File: config.mk
export PLATFORM = sky130hd
export DESIGN_NAME = ecs_status_scan
export DESIGN_NICKNAME = d
export VERILOG_FILES = /design/src/rtl/ecs_pkg.sv /design/src/rtl/ecs_addr_gen.sv /design/src/rtl/ecs_decode.sv /design/src/rtl/ecs_accum.sv /design/src/rtl/ecs_status_scan.sv
export SDC_FILE = /design/constraint.sdc
export NUM_CORES = 1
export LEC_CHECK = 0
export BUFFER_PORTS_ARGS = -buffer_cell sky130_fd_sc_hd__buf_2
export CAP_MARGIN = 10
export CORE_MARGIN = 4
export CORE_UTILIZATION = 40
export CTS_CLUSTER_DIAMETER = 80
export CTS_CLUSTER_SIZE = 24
export DETAILED_ROUTE_END_ITERATION = 8
export MAX_ROUTING_LAYER = met4
export PLACE_DENSITY_LB_ADDON = 0.3
export SLEW_MARGIN = 15
export SYNTH_ARGS = -nofsm -noshare
export SYNTH_HDL_FRONTEND = slang
export SYNTH_SLANG_ARGS = --single-unit
export TNS_END_PERCENT = 5
File: constraint.sdc
create_clock -name clk -period 4.3 [get_ports clk]
set_input_delay 1.29 -clock clk [delete_from_list [all_inputs] [get_ports clk]]
set_output_delay 1.29 -clock clk [all_outputs]
set_load 0.05 [all_outputs]
File: src/rtl/ecs_pkg.sv
package ecs_pkg;

    typedef enum logic [1:0] {
        S_IDLE   = 2'd0,
        S_ISSUE  = 2'd1,
        S_DRAIN  = 2'd2,
        S_FINISH = 2'd3
    } scan_state_t;

    localparam logic [7:0] CODE_CLEAN  = 8'h00;
    localparam logic [7:0] CODE_ERASED = 8'hFF;
    localparam logic [7:0] CODE_UNCORR = 8'hFE;

    function automatic int word_align(input int bytes);
        return ((bytes + 3) / 4) * 4;
    endfunction

endpackage

File: src/rtl/ecs_addr_gen.sv
module ecs_addr_gen #(
    parameter int CNT_W       = 9,
    parameter int ADDR_W      = 10,
    parameter int STATUS_BASE = 12
) (
    input  logic              clk,
    input  logic              rst_n,
    input  logic              load_i,
    input  logic [CNT_W-1:0]  chunks_i,
    input  logic              step_i,
    output logic              last_o,
    output logic [ADDR_W-1:0] addr_o
);
    logic [CNT_W-1:0] count_q;
    logic [CNT_W-1:0] idx_q;

    always_ff @(posedge clk or negedge rst_n) begin
        if (!rst_n) begin
            count_q <= '0;
            idx_q   <= '0;
        end else if (load_i) begin
            count_q <= chunks_i;
            idx_q   <= '0;
        end else if (step_i) begin
            idx_q   <= idx_q + 1'b1;
        end
    end

    assign last_o = (idx_q == count_q - 1'b1);
    assign addr_o = ADDR_W'(STATUS_BASE) + ADDR_W'(idx_q);

endmodule

File: src/rtl/ecs_decode.sv
module ecs_decode
    import ecs_pkg::*;
(
    input  logic [7:0] code_i,
    output logic [7:0] add_o,
    output logic       bad_o
);
    always_comb begin
        add_o = code_i;
        bad_o = 1'b0;
        unique case (code_i)
            CODE_CLEAN:  add_o = 8'd0;
            CODE_ERASED: add_o = 8'd0;
            CODE_UNCORR: begin
                add_o = 8'd0;
                bad_o = 1'b1;
            end
            default:     add_o = code_i;
        endcase
    end

endmodule

File: src/rtl/ecs_accum.sv
module ecs_accum #(
    parameter int CORR_W = 16,
    parameter int FAIL_W = 9
) (
    input  logic              clk,
    input  logic              rst_n,
    input  logic              clr_i,
    input  logic              en_i,
    input  logic [7:0]        add_i,
    input  logic              bad_i,
    output logic [CORR_W-1:0] corr_o,
    output logic [FAIL_W-1:0] fail_o
);
    logic [CORR_W:0] sum;

    assign sum = {1'b0, corr_o} + (CORR_W+1)'(add_i);

    always_ff @(posedge clk or negedge rst_n) begin
        if (!rst_n) begin
            corr_o <= '0;
            fail_o <= '0;
        end else if (clr_i) begin
            corr_o <= '0;
            fail_o <= '0;
        end else if (en_i) begin
            corr_o <= sum[CORR_W] ? '1 : sum[CORR_W-1:0];
            fail_o <= fail_o + FAIL_W'(bad_i);
        end
    end

endmodule

File: src/rtl/ecs_status_scan.sv
module ecs_status_scan
    import ecs_pkg::*;
#(
    parameter int PAGE_W      = 18,
    parameter int CHUNK_BYTES = 512,
    parameter int META_BYTES  = 10,
    parameter int ADDR_W      = 10,
    parameter int CORR_W      = 16
) (
    input  logic              clk,
    input  logic              rst_n,
    input  logic              start_i,
    input  logic [PAGE_W-1:0] page_bytes_i,
    output logic              rd_en_o,
    output logic [ADDR_W-1:0] rd_addr_o,
    input  logic [7:0]        rd_data_i,
    output logic              done_o,
    output logic [CORR_W-1:0] corrected_o,
    output logic [PAGE_W-$clog2(CHUNK_BYTES)-1:0] failed_o
);
    localparam int CHUNK_SHIFT = $clog2(CHUNK_BYTES);
    localparam int CNT_W       = PAGE_W - CHUNK_SHIFT;
    localparam int FAIL_W      = CNT_W;
    localparam int STATUS_BASE = word_align(META_BYTES);

    scan_state_t      state_q, state_d;
    logic [CNT_W-1:0] chunks;
    logic             accept, last_addr, vld_q;
    logic [7:0]       add_val;
    logic             add_bad;

    assign chunks = page_bytes_i[PAGE_W-1:CHUNK_SHIFT];
    assign accept = (state_q == S_IDLE) && start_i;

    always_comb begin
        state_d = state_q;
        unique case (state_q)
            S_IDLE:   if (start_i) state_d = (chunks == '0) ? S_FINISH : S_ISSUE;
            S_ISSUE:  if (last_addr) state_d = S_DRAIN;
            S_DRAIN:  state_d = S_FINISH;
            S_FINISH: state_d = S_IDLE;
        endcase
    end

    always_ff @(posedge clk or negedge rst_n) begin
        if (!rst_n) begin
            state_q <= S_IDLE;
            vld_q   <= 1'b0;
        end else begin
            state_q <= state_d;
            vld_q   <= rd_en_o;
        end
    end

    always_comb begin
        rd_en_o = 1'b0;
        done_o  = 1'b0;
        unique case (state_q)
            S_IDLE:   ;
            S_ISSUE:  rd_en_o = 1'b1;
            S_DRAIN:  ;
            S_FINISH: done_o = 1'b1;
        endcase
    end

    ecs_addr_gen #(
        .CNT_W      (CNT_W),
        .ADDR_W     (ADDR_W),
        .STATUS_BASE(STATUS_BASE)
    ) u_addr (
        .clk     (clk),
        .rst_n   (rst_n),
        .load_i  (accept),
        .chunks_i(chunks),
        .step_i  (rd_en_o),
        .last_o  (last_addr),
        .addr_o  (rd_addr_o)
    );

    ecs_decode u_dec (
        .code_i(rd_data_i),
        .add_o (add_val),
        .bad_o (add_bad)
    );

    ecs_accum #(
        .CORR_W(CORR_W),
        .FAIL_W(FAIL_W)
    ) u_acc (
        .clk   (clk),
        .rst_n (rst_n),
        .clr_i (accept),
        .en_i  (vld_q),
        .add_i (add_val),
        .bad_i (add_bad),
        .corr_o(corrected_o),
        .fail_o(failed_o)
    );

endmodule

==> results of run 1 <==
==> cell families (layout without fill, tap and decap cells) <==
kind of cell | count (synthesis) | after routing
and+or+nand+nor | 134 | 134
buffers and inverters | 26 | 79
muxes | 6 | 6
DFF | 46 | 46
xor gates and xnor gates | 35 | 35
adders and majority gates | 20 | 20
AOI/OAI and AO/OA | 64 | 64
==> cells in the final DEF (no fill, tap or decap), types with 2 or more instances in the layout <==
cell	synthesis	layout
buf_2	1	56
dfrtp_1	46	46
nand2_1	41	41
nor2_1	30	30
o21ai_0	22	22
xnor2_1	21	21
ha_1	19	19
a21oi_1	15	15
xor2_1	14	14
inv_1	12	12
nor3_1	12	12
nor2b_1	11	11
a31oi_1	10	10
nand3_1	8	8
nand4_1	6	6
mux2i_1	6	6
clkbuf_8	0	5
and3_1	4	4
or3_1	4	4
a21o_1	4	4
nand2b_1	3	3
nor3b_1	2	2
and2_1	2	2
or4_1	2	2
o2111ai_1	2	2
nor4bb_1	2	2
and4b_1	2	2
buf_4	2	2
==> through the flow <==
| stage | total power (W) | setup WS [ns] | util |
|---|---|---|---|
| 4_1_cts | 0.00230 | 0.793 | 0.475 |
| 3_5_place_dp | 0.00197 | 0.476 | 0.460 |
| 6_report | 0.00229 | 0.827 | 0.478 |
| 2_1_floorplan | 0.00172 | 0.746 | - |
| 5_1_grt | 0.00246 | 0.578 | 0.478 |
| 3_3_place_gp | 0.00194 | 0.507 | 0.460 |
==> area by class of cell <==
class | instances | share of cell area
multi-input cells | 259 | 0.494
flip-flops and latches | 46 | 0.334
repair buffers | 59 | 0.0915
well taps | 99 | 0.0359
clock buffers | 6 | 0.0211
inverters | 12 | 0.0131
clock inverters | 2 | 0.0109
==> layer usage <==
layer	track usage	vias up
met4	0.0529	0
met2	0.265	61
li1	-	1259
met3	0.0272	6
met5	-	-
met1	0.199	1198
==> worst max-delay path, delay by kind of cell <==
family,cells,cell delay [ns]
AO/OA/AOI/OAI,3,0.61
adder cells (fa/ha/maj),1,0.25
buffers and inverters,3,0.47
AND/OR/NAND/NOR,5,1.04
==> state kept, by name, indices dropped and copies added (netlist names) <==
signal          flops
state_q             2
u_addr.idx_q        9
vld_q               1
u_acc.fail_o        9
u_addr.count_q      9
u_acc.corr_o       16
==> path summary, 6_finish.rpt <==
kind / end
setup / recovery: u_acc.corr_o[15]$_DFFE_PN0P_
hold / removal: u_addr.count_q[8]$_DFFE_PN0P_
setup reg to reg: u_acc.corr_o[2]$_DFFE_PN0P_
hold reg to reg: u_addr.count_q[8]$_DFFE_PN0P_
max in group asynchronous: u_acc.corr_o[13]$_DFFE_PN0P_
min in group asynchronous: u_addr.idx_q[6]$_DFFE_PN0P_
==> where the power goes <==
group          switching [W]  total (W)  internal (W)
logic               0.000779    0.00122      0.000445
clock network       0.000155   0.000329      0.000174
registers           0.000182   0.000735      0.000553
total                0.00112    0.00229       0.00117
==> results.sh, run 1 <==
export IMPL_cts_setup_buffers=0
export IMPL_yosys_top_cells_count="dfrtp_1 (46), nand2_1 (41), nor2_1 (30)"
export IMPL_powerDensity_nw_per_um2=664
export IMPL_slowest_stage="nor3_1"
export IMPL_max_stage_delay_ns=0.34
export IMPL_initial_core_util=0.411
export IMPL_final_cells=483
export IMPL_clock_path_buffers=2
export IMPL_syn_num_nets=380
export IMPL_path_max_fanout=9
export IMPL_worstSetupStartpoint="rd_data_i[7]"
export IMPL_synthArstFlopShare=1.00
export IMPL_insertion_delay_ns=0.31
export IMPL_die_y_um=94.1
export IMPL_drt_wl_total_um=6720
export IMPL_highest_layer="met4"
export IMPL_yosys_area_share_adder=0.0869
export IMPL_synthDistinctLibCells=46
export IMPL_core_rowCount=31
export IMPL_diodes=0
export IMPL_placed_cells=474
export IMPL_avgViaCountPerCell=5.23
export IMPL_maxSlewViolCount=0
export IMPL_cts_root_buf="clkbuf_8"
export IMPL_hold_violations=0
export IMPL_grt_max_degree=47
export IMPL_die_w_um=94.1
export IMPL_met3_length_um=263
export IMPL_postSynthCellCount=331
export IMPL_overflow=0
export IMPL_worst_pin_slew_ns=0.755
export IMPL_ys_seq_area_frac=0.388
export IMPL_numCtsBuffers=5
export IMPL_wl_met1_um=3160
export IMPL_ys_ff_latch=46
export IMPL_finalCriticalPeriod_ns=3.47
export IMPL_cts_max_level=2
export IMPL_maxCapViolations=0
export IMPL_grt_usage=0.160
export IMPL_synthSimpleGateAreaFrac=0.230
export IMPL_syn_area_um2=2970
export IMPL_yosysTopAreaCellShare=0.388
export IMPL_fmaxAchievable_mhz=288
export IMPL_antenna_found_initial=0
export IMPL_fillers=735
export IMPL_worstReg2RegStart="u_acc.corr_o[0]$_DFFE_PN0P_"
export IMPL_core_area_um2=7210
export IMPL_dpl_cell_area_um2=3320
export IMPL_syn2layout_area_growth_pct=16.2
export IMPL_layout_nets=432
export IMPL_required_ns=4.51
export IMPL_ant_nets=0
export IMPL_yosysMostFrequentCell="dfrtp_1"
export IMPL_post_route_cell_area_um2=3450
export IMPL_max_vdd_ir_drop_mv=0.366
export IMPL_rsz0062_at_grt="no"
export IMPL_status="completed"
export IMPL_worstHoldPathCells=2
export IMPL_crit_type="input port to register"
export IMPL_synth_top_family_by_area="simple AND/OR/NAND/NOR gates"
export IMPL_dpl_hpwl_um=4950
export IMPL_first_pass_iters=5
export IMPL_post_cts_resized=0
export IMPL_drive_gt1_frac=0.180
export IMPL_synth_compound_area_frac=0.133
export IMPL_cts_hold_buf=0
export IMPL_arrival_ns=3.68
export IMPL_clk_transition_reported_paths_ns=0.09
export IMPL_skew_ns=0.0101
export IMPL_route_met2_wl_um=3200
export IMPL_ios=66
export IMPL_holdCritPathClass="register to register"
export IMPL_cts_sinks=46
export IMPL_period_share=0.808
export IMPL_synth_edf_count=0
export IMPL_cts_tree="built"
export IMPL_multi_input_area_um2=1700
export IMPL_setup_viol=0
export IMPL_gp_congestion=0.806
export IMPL_drt_initial_drc_count=103
export IMPL_yosys_warnings=0
export IMPL_wire_per_inst_um=13.9
export IMPL_synth_area_top_cells="dfrtp_1 (39%), ha_1 (8.0%), xnor2_1 (6.2%)"
export IMPL_route_detailed_drc=0
export IMPL_p_leak_nw=1.65
export IMPL_grt_pass1_wl_um=11200
export IMPL_io_buffers=56
export IMPL_hp_start="u_addr.count_q[8]$_DFFE_PN0P_"
export IMPL_ys_flop_type="dfrtp_1"
export IMPL_grt_pass1_vias=2437
export IMPL_final_setup_tns_ns=0
export IMPL_crit_path_end_kind="register"
export IMPL_synthXorXnorAreaFrac=0.103
export IMPL_dieArea_um2=8860
export IMPL_startpoint_type="input port"
export IMPL_synth_mux_area_frac=0.0202
export IMPL_slew_headroom=0.497
export IMPL_vias=2524
export IMPL_fin_hold_ws_ns=0.504
export IMPL_reg2reg_depth=8
export IMPL_synth_top_area_cell="dfrtp_1"
export IMPL_path_cells="buf_2 > nand4_1 > nor2_1 > buf_4 > nor2b_1 > fa_1 > a21oi_1 > nor3_1 > o2111ai_1 > nand2_1 > inv_1 > a311oi_1"
export IMPL_seq_area_um2=1150
export IMPL_reg2reg_slack_ns=1.84
export IMPL_avgSynthCellArea_um2=8.96
No activity file was read; power rests on OpenSTA's default activity.
==> run 2: changes to the inputs <==
- clock period: 4.3 -> 3.27 ns (I/O delays scaled with it)
==> run 2 against run 1 <==
Final cell count up 2.9%. Routed wire length shrank 2.4%. Worst setup slack got worse by 0.64 ns. Clock power up 12%. Register-to-register slack got worse by 0.94 ns. Non-clock buffer count is 14 higher. Largest cell class unchanged. Sequential share of layout area decreased by 0.80 points.
==> results.sh, run 2 (synthesis results as in run 1) <==
export IMPL_status="completed"
export IMPL_cp_num_cells=12
export IMPL_fillers=707
export IMPL_die_y_um=94.1
export IMPL_die_w_um=94.1
export IMPL_crit_path_end_kind="register"
export IMPL_crit_type="input port to register"
export IMPL_vias=2549
export IMPL_dpl_hpwl_um=5000
export IMPL_slowest_stage="fa_1"
export IMPL_layout_commonest_cell="buf_2"
export IMPL_grt_usage=0.165
export IMPL_reg2reg_depth=8
export IMPL_holdCritPathClass="register to register"
export IMPL_drive_gt1_frac=0.216
export IMPL_hp_start="u_acc.corr_o[15]$_DFFE_PN0P_"
export IMPL_powerDensity_nw_per_um2=856
export IMPL_path_max_fanout=7
export IMPL_dieArea_um2=8860
export IMPL_route_detailed_drc=0
export IMPL_maxSlewViolCount=0
export IMPL_final_setup_tns_ns=0
export IMPL_initial_core_util=0.411
export IMPL_met3_length_um=254
export IMPL_startpoint_type="input port"
export IMPL_max_stage_delay_ns=0.39
export IMPL_worstHoldPathCells=1
export IMPL_largest_reg_flops=16
export IMPL_highest_layer="met4"
export IMPL_antenna_found_initial=0
export IMPL_fmaxAchievable_mhz=325
export IMPL_max_vdd_ir_drop_mv=0.505
export IMPL_reg2reg_slack_ns=0.90
export IMPL_top_register="u_acc.corr_o"
export IMPL_insertion_delay_ns=0.30
export IMPL_multi_input_area_um2=1710
export IMPL_drt_wl_total_um=6550
export IMPL_path_cells="buf_2 > nand4_1 > nor2_1 > nor2b_1 > ha_1 > fa_1 > a21oi_1 > nor3_2 > o2111ai_1 > nand2_2 > inv_1 > a31oi_1"
export IMPL_grt_pass1_wl_um=11600
export IMPL_layout_nets=446
export IMPL_crit_family="compound AO/OA/AOI/OAI gates"
export IMPL_slew_headroom=0.506
export IMPL_cts_sinks=46
export IMPL_syn2layout_area_growth_pct=19.1
export IMPL_cts_max_level=2
export IMPL_final_cell_mix="buf_2 (56), dfrtp_1 (46), nand2_1 (40)"
export IMPL_cts_setup_buffers=0
export IMPL_overflow=0
export IMPL_numCtsBuffers=5
export IMPL_finalCriticalPeriod_ns=3.08
export IMPL_cts_hold_buf=0
export IMPL_maxCapViolations=0
export IMPL_seq_area_um2=1150
export IMPL_first_pass_iters=4
export IMPL_final_util=0.490
export IMPL_route_met2_wl_um=3090
export IMPL_post_route_cell_area_um2=3530
export IMPL_diodes=0
export IMPL_ant_nets=0
export IMPL_grt_max_degree=47
export IMPL_drt_initial_drc_count=63
export IMPL_dpl_cell_area_um2=3430
export IMPL_cts_tree="built"
export IMPL_avgViaCountPerCell=5.13
export IMPL_required_ns=3.42
export IMPL_io_buffers=56
export IMPL_setup_viol=0
export IMPL_worstReg2RegStart="u_acc.corr_o[0]$_DFFE_PN0P_"
export IMPL_critPathBufInv=2
export IMPL_clk_transition_reported_paths_ns=0.09
export IMPL_fin_hold_ws_ns=0.519
export IMPL_ios=66
export IMPL_cts_root_buf="clkbuf_8"
export IMPL_arrival_ns=3.23
export IMPL_grt_pass1_vias=2513
export IMPL_skew_ns=0.00757
export IMPL_core_rowCount=31
export IMPL_gp_congestion=0.793
export IMPL_wl_met1_um=3120
export IMPL_rsz0062_at_grt="no"
export IMPL_period_share=0.942
export IMPL_min_to="u_acc.corr_o[15]$_DFFE_PN0P_"
export IMPL_core_area_um2=7210
export IMPL_wire_per_inst_um=13.2
export IMPL_clock_path_buffers=2
export IMPL_hold_violations=0
export IMPL_worstReg2RegEnd="u_acc.corr_o[7]$_DFFE_PN0P_"
export IMPL_worst_pin_slew_ns=0.742
export IMPL_p_leak_nw=1.71
-- run 2: changes by cell type in the layout (fill, tap and decap cells not counted) --
cell	delta
clkbuf_8	+1
nor3_2	+1
buf_4	+15
clkbuf_1	-1
bufinv_16	-1
clkinv_2	+1
buf_12	-1
nand2_1	-1
nand2_2	+1
nor3_1	-1
-- run 2: area by class of cell --
type	count	share of cell area
multi-input combinational	259	0.484
clock buffer	6	0.0234
timing repair buffer	73	0.115
inverter	12	0.0128
sequential	46	0.326
tap	99	0.0351
clock inverter	2	0.00354
-- run 2: routing by layer --
| layer | global-route usage | vias to the layer above |
|---|---|---|
| met5 | - | - |
| met4 | 0.0397 | 0 |
| met3 | 0.0296 | 7 |
| met2 | 0.276 | 46 |
| met1 | 0.209 | 1202 |
| li1 | - | 1294 |
-- run 2: what timing repair did --
item                       CTS  global route
resized for setup            0             2
setup endpoints to repair    0            10
hold endpoints to repair     0             0
-- run 2: stage by stage --
step           power [W]  cells  worst slack (ns)
2_1_floorplan    0.00226    331            0.0247
3_3_place_gp     0.00263    489           -0.0839
3_5_place_dp     0.00267    489            -0.197
4_1_cts          0.00305    497             0.117
5_1_grt          0.00328    497           0.00496
6_report         0.00302    497             0.190
-- run 2: power by group --
part	leakage (nW)	internal [W]	switching, W
clock	0.0472	0.000170	0.000198
combinational	1.06	0.000651	0.00104
sequential	0.603	0.000728	0.000237
total	1.71	0.00155	0.00148
-- run 2: how the worst max path moves through the flow --
stage,endpoint,startpoint
2_1_floorplan,u_acc.corr_o[10]$_DFFE_PN0P_,rd_data_i[6]
3_3_place_gp,u_acc.corr_o[15]$_DFFE_PN0P_,rd_data_i[7]
3_5_place_dp,u_acc.corr_o[15]$_DFFE_PN0P_,rd_data_i[7]
4_1_cts,u_acc.corr_o[15]$_DFFE_PN0P_,rd_data_i[7]
5_1_grt,u_acc.corr_o[13]$_DFFE_PN0P_,rd_data_i[6]
6_report,u_acc.corr_o[7]$_DFFE_PN0P_,rd_data_i[6]
-- run 2: worst register-to-register path, delay by kind of cell (launching register included) --
kind	cells	cell delay, ns
AOI/OAI and AO/OA	3	0.70
DFF	1	0.41
adders and majority gates	2	0.62
buffers and inverters	1	0.24
and+or+nand+nor	2	0.27
==> run 3: changes to the inputs <==
--- a/config.mk
+++ b/config.mk
@@ -7,3 +7,3 @@
 export LEC_CHECK = 0
-export BUFFER_PORTS_ARGS = -buffer_cell sky130_fd_sc_hd__buf_2
+export BUFFER_PORTS_ARGS = -buffer_cell sky130_fd_sc_hd__buf_4
 export CAP_MARGIN = 10
==> constraint.sdc (replaced) <==
create_clock -name clk -period 3.27 [get_ports clk]
set_input_delay 0.1635 -clock clk [delete_from_list [all_inputs] [get_ports clk]]
set_output_delay 0.1635 -clock clk [all_outputs]
set_load 0.05 [all_outputs]
==> run 3 against run 2 <==
Core utilization up 0.73 points. First-iteration DRC count rose by 63%. Fmax increased by 24%. Clock skew grew 0.0017 ns. Non-clock buffer count fell by 13. Total power increased by 2.0%. Sequential cell count unchanged. Largest power group unchanged. Combinational power barely moved. Routed wire length rose by 0.79%. Critical path type is now register to register.
==> results.sh, run 3 (synthesis results as in run 1) <==
export IMPL_drt_wl_total_um=6600
export IMPL_wire_per_inst_um=13.6
export IMPL_powerDensity_nw_per_um2=860
export IMPL_dieArea_um2=8860
export IMPL_fmaxAchievable_mhz=402
export IMPL_power_frac_comb=0.556
export IMPL_final_cell_mix="buf_4 (59), dfrtp_1 (46), nand2_1 (41)"
export IMPL_clock_path_buffers=2
export IMPL_die_w_um=94.1
export IMPL_layout_commonest_cell="buf_4"
export IMPL_cts_max_level=2
export IMPL_status="completed"
export IMPL_p_switching_w=0.00147
export IMPL_core_rowCount=31
export IMPL_layout_nets=433
export IMPL_avgViaCountPerCell=5.18
export IMPL_grt_pass1_wl_um=11100
export IMPL_drt_initial_drc_count=103
export IMPL_syn2layout_area_growth_pct=20.8
export IMPL_io_buffers=56
export IMPL_final_setup_tns_ns=0
export IMPL_holdCritPathClass="input port to register"
export IMPL_finalCriticalPeriod_ns=2.49
export IMPL_core_area_um2=7210
export IMPL_cts_sinks=46
export IMPL_crit_type="register to register"
export IMPL_intPower_w=0.00161
export IMPL_p_seq_frac=0.304
export IMPL_p_leak_nw=1.67
export IMPL_grt_pass1_vias=2389
export IMPL_die_y_um=94.1
export IMPL_slew_headroom=0.423
export IMPL_largest_reg_flops=16
export IMPL_overflow=0
export IMPL_maxCapViolations=0
export IMPL_gp_congestion=0.789
export IMPL_diodes=0
export IMPL_path_max_fanout=9
export IMPL_initial_core_util=0.411
export IMPL_crit_path_end_kind="register"
export IMPL_swShare=0.477
export IMPL_rsz0062_at_grt="no"
export IMPL_setup_viol=0
export IMPL_cts_setup_buffers=0
export IMPL_hold_violations=0
export IMPL_route_detailed_drc=0
export IMPL_pwr_share_clk=0.140
export IMPL_worst_pin_slew_ns=0.865
export IMPL_cts_root_buf="clkbuf_8"
export IMPL_grt_max_degree=47
export IMPL_vias=2509
export IMPL_dpl_cell_area_um2=3460
export IMPL_ios=66
export IMPL_skew_ns=0.00928
export IMPL_startpoint_type="register"
export IMPL_required_ns=3.41
export IMPL_maxSlewViolCount=0
export IMPL_top_register="u_acc.corr_o"
export IMPL_numCtsBuffers=5
export IMPL_ant_nets=0
export IMPL_clk_transition_reported_paths_ns=0.09
export IMPL_post_route_cell_area_um2=3580
export IMPL_grt_usage=0.158
export IMPL_antenna_found_initial=0
export IMPL_first_pass_iters=4
export IMPL_insertion_delay_ns=0.30
export IMPL_cts_tree="built"
export IMPL_period_share=0.760
export IMPL_dpl_hpwl_um=4870
export IMPL_arrival_ns=2.63
export IMPL_max_vdd_ir_drop_mv=0.525
export IMPL_drive_gt1_frac=0.179
==> run 3: area by class of cell <==
class                           instances  area, um^2
Fill cell                             741        3630
Multi-Input combinational cell        259        1700
Sequential cell                        46        1150
Timing Repair Buffer                   60         453
Tap cell                               99         124
Clock buffer                            6        72.6
Inverter                               12        45.0
Clock inverter                          2        37.5
==> run 3: through the flow <==
step | cells | setup slack [ns] | hold WS, ns | util | total power (W)
finish | 484 | 0.783 | 0.0606 | 0.497 | 0.00308
global route | 484 | 0.568 | 0.0674 | 0.497 | 0.00333
floorplan | 331 | 0.842 | -0.132 | - | 0.00226
detailed placement | 475 | 0.539 | 0.223 | 0.480 | 0.00267
CTS | 484 | 0.784 | 0.0544 | 0.497 | 0.00311
global placement | 475 | 0.539 | 0.209 | 0.480 | 0.00263
==> run 3: per-layer routing <==
metal	vias up	share of wire	GRT usage
met4	0	0.0082	0.0385
met5	-	0	-
met2	43	0.47	0.256
li1	1264	-	-
met3	6	0.038	0.0264
met1	1196	0.48	0.208
==> run 3: power groups by stage <==
stage	Sequential (W)	Clock, W	Combinational [W]
floorplan	0.00111	0	0.00115
global placement	0.000941	0	0.00169
detailed placement	0.000944	0	0.00172
CTS	0.000937	0.000444	0.00173
global route	0.000964	0.000463	0.00190
finish	0.000937	0.000431	0.00172
==> run 3: worst paths after layout <==
check	from	to	slack, ns	cells after the start
worst max-delay path	u_acc.corr_o[0]$_DFFE_PN0P_	u_acc.corr_o[10]$_DFFE_PN0P_	0.78	8
max in group asynchronous	rst_n	state_q[0]$_DFFE_PN0P_	2.44	2
min in group asynchronous	rst_n	u_addr.idx_q[8]$_DFFE_PN0P_	0.40	2
worst min register to register	u_addr.count_q[8]$_DFFE_PN0P_	u_addr.count_q[8]$_DFFE_PN0P_	0.51	2
worst min-delay path	page_bytes_i[17]	u_addr.count_q[8]$_DFFE_PN0P_	0.06	3
worst max register to register	u_acc.corr_o[0]$_DFFE_PN0P_	u_acc.corr_o[10]$_DFFE_PN0P_	0.78	8
==> run 3: repair_timing <==
action	4_1_cts	5_1_grt
hold buffers	1	0
gates resized for setup	0	0
endpoints found under the hold margin	46	0
==> run 3: critical path: stages, from the launching register on <==
cell and delay [ns]:
dfrtp_1 0.42, ha_1 0.25, fa_1 0.41, a21oi_1 0.20
nor3_1 0.11, o2111ai_1 0.25, nand2_1 0.26, nor4bb_1 0.36
nor3_1 0.08
